**src/rtl/spi_port_pkg.sv**
```systemverilog
package spi_port_pkg;

    typedef enum logic [2:0] {
        ST_OFF,
        ST_IDLE,
        ST_M_LOW,
        ST_M_HIGH,
        ST_SLAVE
    } xfer_state_t;

    localparam logic [1:0] ADDR_CTRL = 2'd0;
    localparam logic [1:0] ADDR_DATA = 2'd1;
    localparam logic [1:0] ADDR_STAT = 2'd2;

    localparam logic [2:0] MODE_DIV_A  = 3'b000;
    localparam logic [2:0] MODE_DIV_B  = 3'b001;
    localparam logic [2:0] MODE_DIV_C  = 3'b010;
    localparam logic [2:0] MODE_SUBCLK = 3'b011;
    localparam logic [2:0] MODE_TIMER  = 3'b100;
    localparam logic [2:0] MODE_FOLLOW = 3'b101;

endpackage

```
**src/rtl/spi_sync.sv**
```systemverilog
module spi_sync #(
    parameter int         W       = 1,
    parameter int         STAGES  = 2,
    parameter logic [W-1:0] RST_VAL = '0
) (
    input  logic         clk,
    input  logic         rst_n,
    input  logic [W-1:0] d,
    output logic [W-1:0] q
);

    logic [W-1:0] stg [STAGES];

    always_ff @(posedge clk or negedge rst_n) begin
        if (!rst_n) begin
            for (int i = 0; i < STAGES; i++) stg[i] <= RST_VAL;
        end else begin
            stg[0] <= d;
            for (int i = 1; i < STAGES; i++) stg[i] <= stg[i-1];
        end
    end

    assign q = stg[STAGES-1];

endmodule

```
**src/rtl/spi_clkgen.sv**
```systemverilog
module spi_clkgen
    import spi_port_pkg::*;
#(
    parameter int DIV_A = 4,
    parameter int DIV_B = 16,
    parameter int DIV_C = 64
) (
    input  logic       clk,
    input  logic       rst_n,
    input  logic       run,
    input  logic [2:0] mode,
    input  logic       sub_lvl,
    input  logic       tmr_pulse,
    output logic       tick
);

    localparam int HALF_A = DIV_A / 2;
    localparam int HALF_B = DIV_B / 2;
    localparam int HALF_C = DIV_C / 2;
    localparam int CW     = (HALF_C > 1) ? $clog2(HALF_C) : 1;

    logic [CW-1:0] cnt_q;
    logic [CW-1:0] limit;
    logic          sub_prev_q;
    logic          div_mode;

    always_comb begin
        div_mode = 1'b1;
        unique case (mode)
            MODE_DIV_A: limit = CW'(HALF_A - 1);
            MODE_DIV_B: limit = CW'(HALF_B - 1);
            MODE_DIV_C: limit = CW'(HALF_C - 1);
            default: begin
                limit    = '0;
                div_mode = 1'b0;
            end
        endcase
    end

    always_ff @(posedge clk or negedge rst_n) begin
        if (!rst_n) begin
            cnt_q      <= '0;
            sub_prev_q <= 1'b0;
        end else begin
            sub_prev_q <= sub_lvl;
            if (!run || !div_mode || cnt_q == limit) cnt_q <= '0;
            else                                     cnt_q <= cnt_q + 1'b1;
        end
    end

    always_comb begin
        tick = 1'b0;
        if (run) begin
            if (div_mode)                 tick = (cnt_q == limit);
            else if (mode == MODE_SUBCLK) tick = (sub_lvl != sub_prev_q);
            else if (mode == MODE_TIMER)  tick = tmr_pulse;
        end
    end

endmodule

```
**src/rtl/spi_duplex_port.sv**
```systemverilog
module spi_duplex_port
    import spi_port_pkg::*;
#(
    parameter int DW    = 8,
    parameter int DIV_A = 4,
    parameter int DIV_B = 16,
    parameter int DIV_C = 64
) (
    input  logic          clk,
    input  logic          rst_n,
    input  logic [1:0]    reg_addr,
    input  logic          reg_wr,
    input  logic [DW-1:0] reg_wdata,
    output logic [DW-1:0] reg_rdata,
    output logic          irq,
    input  logic          sub_clk_i,
    input  logic          tmr_match_i,
    input  logic          sck_i,
    output logic          sck_o,
    output logic          sck_oe,
    input  logic          sdi_i,
    output logic          sdo_o,
    output logic          sdo_oe,
    input  logic          scs_i
);

    localparam int            BCW  = $clog2(DW);
    localparam logic [BCW-1:0] LAST = BCW'(DW - 1);

    xfer_state_t    state_q, state_d;
    logic [2:0]     mode_q;
    logic           en_q, icf_q, done_q, wcol_q, csen_q, irqen_q;
    logic [DW-1:0]  shreg_q;
    logic           samp_q, seen_rise_q;
    logic [BCW-1:0] bitcnt_q;
    logic           s_sub, s_scs, s_sck, sck_d_q, scs_d_q;
    logic           tick;
    logic           unused_wbits;

    assign unused_wbits = ^reg_wdata[4:2];

    spi_sync #(.W(3), .STAGES(2), .RST_VAL(3'b010)) u_sync (
        .clk  (clk),
        .rst_n(rst_n),
        .d    ({sub_clk_i, scs_i, sck_i}),
        .q    ({s_sub, s_scs, s_sck})
    );

    // decoded controls
    logic port_on, is_follow, m_busy, selected;
    logic sck_rise, sck_fall, scs_rise;
    logic wr_ctrl, wr_data, wr_stat;
    logic f_busy, m_last, f_last, hw_icf;

    assign port_on   = en_q && (mode_q[2:1] != 2'b11);
    assign is_follow = (mode_q == MODE_FOLLOW);
    assign m_busy    = (state_q == ST_M_LOW) || (state_q == ST_M_HIGH);
    assign selected  = !csen_q || !s_scs;
    assign sck_rise  = s_sck && !sck_d_q;
    assign sck_fall  = !s_sck && sck_d_q;
    assign scs_rise  = s_scs && !scs_d_q;
    assign wr_ctrl   = reg_wr && (reg_addr == ADDR_CTRL);
    assign wr_data   = reg_wr && (reg_addr == ADDR_DATA);
    assign wr_stat   = reg_wr && (reg_addr == ADDR_STAT);
    assign f_busy    = (state_q == ST_SLAVE) && ((bitcnt_q != '0) || seen_rise_q);
    assign m_last    = (state_q == ST_M_HIGH) && tick && (bitcnt_q == LAST);
    assign f_last    = (state_q == ST_SLAVE) && selected && !(csen_q && s_scs)
                       && sck_fall && seen_rise_q && (bitcnt_q == LAST);
    assign hw_icf    = (state_q == ST_SLAVE) && en_q && csen_q && scs_rise
                       && ((bitcnt_q != '0) || seen_rise_q);

    spi_clkgen #(.DIV_A(DIV_A), .DIV_B(DIV_B), .DIV_C(DIV_C)) u_clkgen (
        .clk      (clk),
        .rst_n    (rst_n),
        .run      (m_busy),
        .mode     (mode_q),
        .sub_lvl  (s_sub),
        .tmr_pulse(tmr_match_i),
        .tick     (tick)
    );

    // state register
    always_ff @(posedge clk or negedge rst_n) begin
        if (!rst_n) state_q <= ST_OFF;
        else        state_q <= state_d;
    end

    // next-state logic
    always_comb begin
        state_d = state_q;
        if (!port_on) begin
            state_d = ST_OFF;
        end else begin
            unique case (state_q)
                ST_OFF:    state_d = is_follow ? ST_SLAVE : ST_IDLE;
                ST_IDLE:   begin
                    if (is_follow)    state_d = ST_SLAVE;
                    else if (wr_data) state_d = ST_M_LOW;
                end
                ST_M_LOW:  if (tick) state_d = ST_M_HIGH;
                ST_M_HIGH: if (tick) state_d = (bitcnt_q == LAST) ? ST_IDLE : ST_M_LOW;
                ST_SLAVE:  if (!is_follow) state_d = ST_IDLE;
                default:   state_d = ST_OFF;
            endcase
        end
    end

    // registers, shifter and flags
    always_ff @(posedge clk or negedge rst_n) begin
        if (!rst_n) begin
            mode_q      <= 3'b111;
            en_q        <= 1'b0;
            icf_q       <= 1'b0;
            done_q      <= 1'b0;
            wcol_q      <= 1'b0;
            csen_q      <= 1'b0;
            irqen_q     <= 1'b0;
            shreg_q     <= '0;
            samp_q      <= 1'b0;
            seen_rise_q <= 1'b0;
            bitcnt_q    <= '0;
            sck_d_q     <= 1'b0;
            scs_d_q     <= 1'b1;
        end else begin
            sck_d_q <= s_sck;
            scs_d_q <= s_scs;

            if (wr_ctrl) begin
                mode_q <= reg_wdata[7:5];
                en_q   <= reg_wdata[1];
            end
            if (wr_stat) begin
                irqen_q <= reg_wdata[7];
                csen_q  <= reg_wdata[6];
            end

            if (hw_icf)       icf_q <= 1'b1;
            else if (wr_ctrl) icf_q <= reg_wdata[0];

            if (m_last || f_last || hw_icf) done_q <= 1'b1;
            else if (wr_stat)               done_q <= reg_wdata[0];

            if (wr_data && m_busy) wcol_q <= 1'b1;
            else if (wr_stat)      wcol_q <= reg_wdata[1];

            if (wr_data && !m_busy && !f_busy) begin
                shreg_q  <= reg_wdata;
                bitcnt_q <= '0;
            end

            unique case (state_q)
                ST_OFF: begin
                    bitcnt_q    <= '0;
                    seen_rise_q <= 1'b0;
                end
                ST_M_LOW: if (tick) samp_q <= sdi_i;
                ST_M_HIGH: if (tick) begin
                    shreg_q  <= {shreg_q[DW-2:0], samp_q};
                    bitcnt_q <= (bitcnt_q == LAST) ? '0 : bitcnt_q + 1'b1;
                end
                ST_SLAVE: begin
                    if (csen_q && s_scs) begin
                        bitcnt_q    <= '0;
                        seen_rise_q <= 1'b0;
                    end else if (selected) begin
                        if (sck_rise) begin
                            samp_q      <= sdi_i;
                            seen_rise_q <= 1'b1;
                        end else if (sck_fall && seen_rise_q) begin
                            shreg_q     <= {shreg_q[DW-2:0], samp_q};
                            seen_rise_q <= 1'b0;
                            bitcnt_q    <= (bitcnt_q == LAST) ? '0 : bitcnt_q + 1'b1;
                        end
                    end
                end
                default: seen_rise_q <= 1'b0;
            endcase
        end
    end

    // outputs
    always_comb begin
        sck_oe = port_on && ((state_q == ST_IDLE) || m_busy);
        sck_o  = port_on && (state_q == ST_M_HIGH);
        sdo_oe = port_on && (((state_q == ST_IDLE) || m_busy)
                 || ((state_q == ST_SLAVE) && selected));
        sdo_o  = shreg_q[DW-1];
        irq    = done_q && irqen_q;
        unique case (reg_addr)
            ADDR_CTRL: reg_rdata = DW'({mode_q, 3'b000, en_q, icf_q});
            ADDR_DATA: reg_rdata = shreg_q;
            ADDR_STAT: reg_rdata = DW'({irqen_q, csen_q, 4'b0000, wcol_q, done_q});
            default:   reg_rdata = '0;
        endcase
    end

endmodule

```
**config.mk**
```make
export PLATFORM = sky130hd
export DESIGN_NAME = spi_duplex_port
export DESIGN_NICKNAME = d
export VERILOG_FILES = /design/src/rtl/spi_port_pkg.sv /design/src/rtl/spi_sync.sv /design/src/rtl/spi_clkgen.sv /design/src/rtl/spi_duplex_port.sv
export SDC_FILE = /design/constraint.sdc
export NUM_CORES = 1
export LEC_CHECK = 0
export ABC_AREA = 1
export BUFFER_PORTS_ARGS = -buffer_cell sky130_fd_sc_hd__buf_2
export CAP_MARGIN = 10
export CORE_UTILIZATION = 60
export CTS_CLUSTER_SIZE = 25
export DETAILED_ROUTE_END_ITERATION = 10
export PLACE_DENSITY = 0.87
export SYNTH_ARGS = -nofsm -noshare
export SYNTH_HDL_FRONTEND = slang
export SYNTH_SLANG_ARGS = --single-unit
```
**constraint.sdc**
```tcl
create_clock -name clk -period 3.11 [get_ports clk]
set_input_delay 0.311 -clock clk [delete_from_list [all_inputs] [get_ports clk]]
set_output_delay 0.311 -clock clk [all_outputs]
set_load 0.005 [all_outputs]
```
# Yosys cells after proc, flatten, opt, wreduce, memory -nomap -nowiden
# Index checks and enable logic that the tools add are counted.
dict set report word_totals {
  ff_bits 39
  inputBits 18
  output_inout_bits 13
  word_cells 153
}
dict set report classes {
  add_sub_neg 2
  n_eq_ne 25
  n_mux 48
  bitwise 1
  n_reduce_logical 59
}
# op count
set ops {}
lappend ops {{$mux 8} 6}
lappend ops {{$mux 3} 14}
lappend ops {{$logic_and 1x1->1} 28}
lappend ops {{$pmux 8 s3} 1}
lappend ops {{$mux 1} 19}
lappend ops {{$pmux 8 s2} 1}
lappend ops {{$pmux 3 s5} 1}
lappend ops {{$pmux 5 s3} 1}
lappend ops {{$eq 3x2->1 const B} 4}
lappend ops {{$eq 3x3->1 const B} 4}
lappend ops {{$ne 3x3->1 const B} 4}
lappend ops {{$ne 2x2->1 const B} 5}
lappend ops {{$logic_not 1->1} 9}
lappend ops {{$logic_or 1x1->1} 9}
lappend ops {{$pmux 3 s3} 1}
lappend ops {{$ne 4x4->1 const B} 2}
lappend ops {{$reduce_bool 2->1} 4}
lappend ops {{$eq 3x1->1 const B} 2}
lappend ops {{$logic_not 3->1} 2}
lappend ops {{$add 5x1->5 const B} 1}
lappend ops {{$eq 5x5->1} 1}
lappend ops {{$mux 5} 1}
lappend ops {{$reduce_and 5->1} 1}
lappend ops {{$pmux 1 s2} 2}
lappend ops {{other kinds (12)} 12}

# Logic depth before layout (Yosys ltp)
dict set report depth {
  ltp_word 11
  mapped_depth 12
  mapped_depth_nobuf 12
}

# Cells and area by module
# A second synthesis with hierarchy kept.
dict set report unflattened {
  hier_cells 280
  area_unflattened_um2 2140.8
}
# module instances cells_each area_per_inst_um2 seq_area_each_um2
set modules_own_cells {}
lappend modules_own_cells {spi_duplex_port 1 226 1612.8 680.7}
lappend modules_own_cells {spi_clkgen 1 45 352.8 150.1}
lappend modules_own_cells {spi_sync 1 9 175.2 152.6}

# Least setup slack after synthesis
# Ideal clock, no wire load.
dict set report synth_timing {
  path_type {flip-flop to flip-flop}
  start {register mode_q[1]}
  end {register shreg_q[6]}
  setup_ps 123
  arrival_time_ps 1346
  t_required_ps 2987
  slack_ps 1640
  path_stages_with_launch 11
  n_path_buf 1
  path_cell_list {dfstp_2 > inv_2 > o21ai_0 > nand2_1 > nand3_2 > nand2_4 > nand3_2 > nand2_4 > buf_12 > nand2_1 > o21ai_1}
}
dict set report synth_between {
  elab_chain_cells 7
  word_cells_on_any_way 15
  classes_between {eq/ne (5); mux (8); reduce/logical (2)}
}
# element line_no
set synth_lines {}
lappend synth_lines {{start: declaration} spi_duplex_port.sv:31} ;# logic [2:0] mode_q;
lappend synth_lines {{start signal: assignment} spi_duplex_port.sv:129} ;# mode_q <= reg_wdata[7:5];
lappend synth_lines {{$eq 3x2->1 (tied with other cells)} spi_clkgen.sv:29} ;# unique case (mode)
lappend synth_lines {{$pmux 5 s3 (tied with other cells)} spi_clkgen.sv:29}
lappend synth_lines {{$eq 5x5->1 (tied with other cells)} spi_clkgen.sv:54} ;# if (div_mode) tick = (cnt_q == limit);
lappend synth_lines {{$mux 1 *} spi_clkgen.sv:54}
lappend synth_lines {{$mux 1 *} spi_clkgen.sv:53} ;# if (run) begin
lappend synth_lines {{$mux 8 *} spi_duplex_port.sv:157} ;# ST_M_HIGH: if (tick) begin
lappend synth_lines {{$pmux 8 s2 *} spi_duplex_port.sv:151} ;# unique case (state_q)
lappend synth_lines {{end signal: assignment} spi_duplex_port.sv:147} ;# shreg_q <= reg_wdata;
lappend synth_lines {{end signal: assignment} spi_duplex_port.sv:158} ;# shreg_q <= {shreg_q[DW-2:0], samp_q};
lappend synth_lines {{end signal: assignment} spi_duplex_port.sv:170} ;# shreg_q <= {shreg_q[DW-2:0], samp_q};
lappend synth_lines {{end: declaration} spi_duplex_port.sv:33} ;# logic [DW-1:0] shreg_q;
# Every way passes the cells marked *; elsewhere a longest branch is shown, timed or not.
# A chain may end at the register's enable or synchronous reset.

# Final worst setup path
dict set report layout_timing {
  start {register state_q[0]}
  end {output port sdo_oe}
}
dict set report layout_between {
  elab_chain_cells 5
  word_cells_on_any_way 9
  classes_between {eq/ne (4); reduce/logical (5)}
}
# element line_no
set layout_lines {}
lappend layout_lines {{start: declaration} spi_duplex_port.sv:30} ;# xfer_state_t state_q, state_d;
lappend layout_lines {{start signal: assignment} spi_duplex_port.sv:85} ;# else state_q <= state_d;
lappend layout_lines {{$eq 3x2->1} spi_duplex_port.sv:57} ;# assign m_busy = (state_q == ST_M_LOW) || (state_q == ST_M_HIGH);
lappend layout_lines {{$logic_or 1x1->1} spi_duplex_port.sv:57}
lappend layout_lines {{$logic_or 1x1->1} spi_duplex_port.sv:185} ;# sdo_oe = port_on && (((state_q == ST_IDLE) || m_busy)
lappend layout_lines {{$logic_or 1x1->1 *} spi_duplex_port.sv:186} ;# || ((state_q == ST_SLAVE) && selected));
lappend layout_lines {{$logic_and 1x1->1 *} spi_duplex_port.sv:185}
lappend layout_lines {{end: declaration} spi_duplex_port.sv:23} ;# output logic sdo_oe,
# Marked as above.

==> metrics.md <==
| Metric | Value |
|---|---|
| Post-CTS setup buffers | 0 |
| H-tree depth | 2 |
| Worst Path Required | 2.80 ns |
| CP Capture Type | primary output |
| HP Class | input pin to async pin |
| Initial core utilization | 64.1% |
| WS Path Type | register to primary output |
| CP Data Arrival Time | 1.80 ns |
| # setup viols final | 0 |
| Layout cells sized above 1 | 20.7% |
| Most common cell after layout, fill and taps aside | nand2_1 |
| Clk Latency, worst-skew pair | 0.37 ns |
| PwrDens | 558 nW/um2 |
| Vias after detailed routing | 1952 |
| Core ar. | 3420 um2 |
| Reg-to-Reg Start | mode_q[2] |
| Final max-slew violation count | 0 |
| Setup TNS Final | 0 ns |
| Dpl ws | 1.44 ns |
| Max frequency | 474 MHz |
| Worst R2R End | state_q[0] |
| Synth top area cells | dfrtp_1 38%, nand2_1 13%, dfstp_2 7.2% |
| Sequential share of the synthesized area | 44.9% |
| Final Cycle Share | 67.8% |
| Synthesized area | 2190 um2 |
| Final Hold Viols | 0 |
| Cell count after synthesis | 279 |
| Fin worst setup slack | 1.00 ns |
| Final critical-path required period | 2.11 ns |
| Tot GR Track Use | 26.5% |
| RSZ-0062 raised after global routing | no |
| Status | finished, final reports clean |
| Flop2flop setup slack | 1.44 ns |
| Mapped Avg Cell Area | 7.85 um2 |
| Crit path max fanout | 6 |
| First-pass GRT wire length | 8160 um |
| DRC | 0 |
| Max VDD drop | 324 uV |
| Pin count of the biggest net entering global routing | 40 |
| Nets@finish | 335 |
| Yosys top cell by area | dfrtp_1 |
| CTS tree | done |
| DRT antenna net count | 0 |
| Initial antenna violation count | 0 |
| Chip height | 62.4 um |
| Least-Margin Pin Slew | 0.846 ns |
| Worst hold margin | 0.0309 ns |
| Vias in the first global route | 1804 |
| Headroom to the max-slew limit | 43.6% |
| Cts repair resizes | 0 |
| Max Root-Sink Buffers | 2 |
| Unique cell type count in the Yosys netlist | 33 |
| GP Congestion | 0.876 |
| LEAKAGE | 1.23 nW |
| Most frequent cells in the layout | 73 x nand2_1, 33 x dfrtp_1, 30 x inv_1, 30 x buf_2, 28 x nand3_1 |
| Total congestion overflow | 0 |
| Hold_buf cts | 0 |
| ANT cells | 0 |
| WL/cell | 12.8 um |
| Synth top area share | 37.7% |
| # IOs | 31 |
| Synth warn | 0 |
| Die W | 62.4 um |
| Placed insts | 352 |
| Pre-antenna DRT Iters | 5 |
| Maximum Capacitance Violations | 0 |
| Clk_skew | 0.0163 ns |
| Root Buffer | clkbuf_4 |
| Layout Cells excl Fill | 360 |
| Via/cell ratio | 5.42 |
| Number of core rows | 21 |
| Clock transition at the registers of the reported paths | 0.13 ns |
| Register bit total from synthesis | 39 |
| Worst Reg-to-Reg Cells | 7 |
| Syn_nets | 301 |
| Port bufs | 30 |
| CTS sink count | 39 |
| Area Growth Syn to Fin | 10.3% |
| Die area | 3900 um2 |
| DP HPWL | 3490 um |
| Starting DRT DRC Count | 143 |
| CTS Buf Count | 5 |
| Crit path launch type | register |
| DRT Wirelength | 4620 um |
cell usage after synthesis:
cell,n
o21a_1,3
nor2_1,24
nand4_1,4
nand2_4,4
o21ai_0,18
or2_2,1
nand3_2,2
inv_4,1
o211ai_1,4
nand3_1,28
o21ai_1,7
xor2_1,2
buf_2,1
nor2_8,1
dfrtp_1,33
inv_2,6
mux2i_1,1
ha_1,4
buf_12,1
nor2_2,1
nor2_4,1
a21oi_1,10
xnor2_1,1
nand2_1,73
o21ai_2,3
nor3_1,3
o21bai_1,1
dfstp_2,6
nand2_2,2
inv_1,30
o221ai_1,1
nand3b_1,1
buf_6,1
power breakdown:
group / internal (mW) / leakage, nW / switching [mW]
Combinational: 0.155 / 0.723 / 0.245
Clock: 0.0873 / 0.0282 / 0.182
Sequential: 0.603 / 0.477 / 0.0760
critical path, stage by stage (launching register included):
cell and delay (ns):
dfrtp_1 0.48, inv_2 0.15, nand2_4 0.08, nor2_8 0.13, inv_1 0.09, nor2_1 0.14, inv_1 0.11, a21oi_1 0.13
buf_2 0.13
per-layer routing:
metal | routed length [um] | up-vias | share of wire (%) | global-route usage, %
met5 | 0 | - | 0 | 0
met4 | 68 | 0 | 1.5 | 10.5
met3 | 235 | 8 | 5.1 | 4.01
met2 | 2220 | 68 | 48 | 41.6
met1 | 2100 | 903 | 45 | 36.9
li1 | - | 973 | - | -
layout make-up:
cell class              instances  area [um2]
multi-input cells             200        1030
fillers                       288        1000
flip-flops and latches         39         983
repair buffers                 30         150
inverters                      37         141
well taps                      46        57.6
clock buffers                   6        41.3
clock inverters                 2        12.5
registers in the layout, summed over array words and instances, names as in the netlist:
signal,flops
shreg_q,8
u_clkgen.cnt_q,5
bitcnt_q,3
mode_q,3
state_q,3
u_sync.q,3
u_sync.stg,3
csen_q,1
done_q,1
en_q,1
icf_q,1
irqen_q,1
samp_q,1
sck_d_q,1
scs_d_q,1
seen_rise_q,1
u_clkgen.sub_prev_q,1
wcol_q,1
per-stage QoR:
step | utilization [%] | power [mW] | instance area, um2
after global placement | 69.2 | 1.07 | 2360
after global routing | 70.7 | 1.44 | 2420
after floorplan | - | 0.963 | 2190
after detailed placement | 69.2 | 1.09 | 2360
after CTS | 70.7 | 1.35 | 2420
final | 70.7 | 1.35 | 2420
worst max path at each step:
stage	from	cells after the start	to	slack [ns]
final	state_q[0]	8	sdo_oe	1.00
after detailed placement	state_q[0]	8	sdo_oe	1.44
after floorplan	mode_q[1]	10	shreg_q[6]	1.64
after CTS	state_q[0]	8	sdo_oe	1.02
after global routing	state_q[0]	8	sdo_oe	0.84
after global placement	state_q[0]	8	sdo_oe	1.47
cell families after synthesis:
| kind of cell | after synthesis | share of synthesized area (%) |
|---|---|---|
| AO/OA/AOI/OAI | 47 | 12.3 |
| flip-flops | 39 | 44.9 |
| adder cells (fa/ha/maj) | 4 | 2.28 |
| buffers and inverters | 40 | 8.11 |
| multiplexers | 1 | 0.457 |
| XOR/XNOR | 3 | 1.20 |
| AND/OR/NAND/NOR | 145 | 30.7 |
No activity file was read; power rests on OpenSTA's default activity.
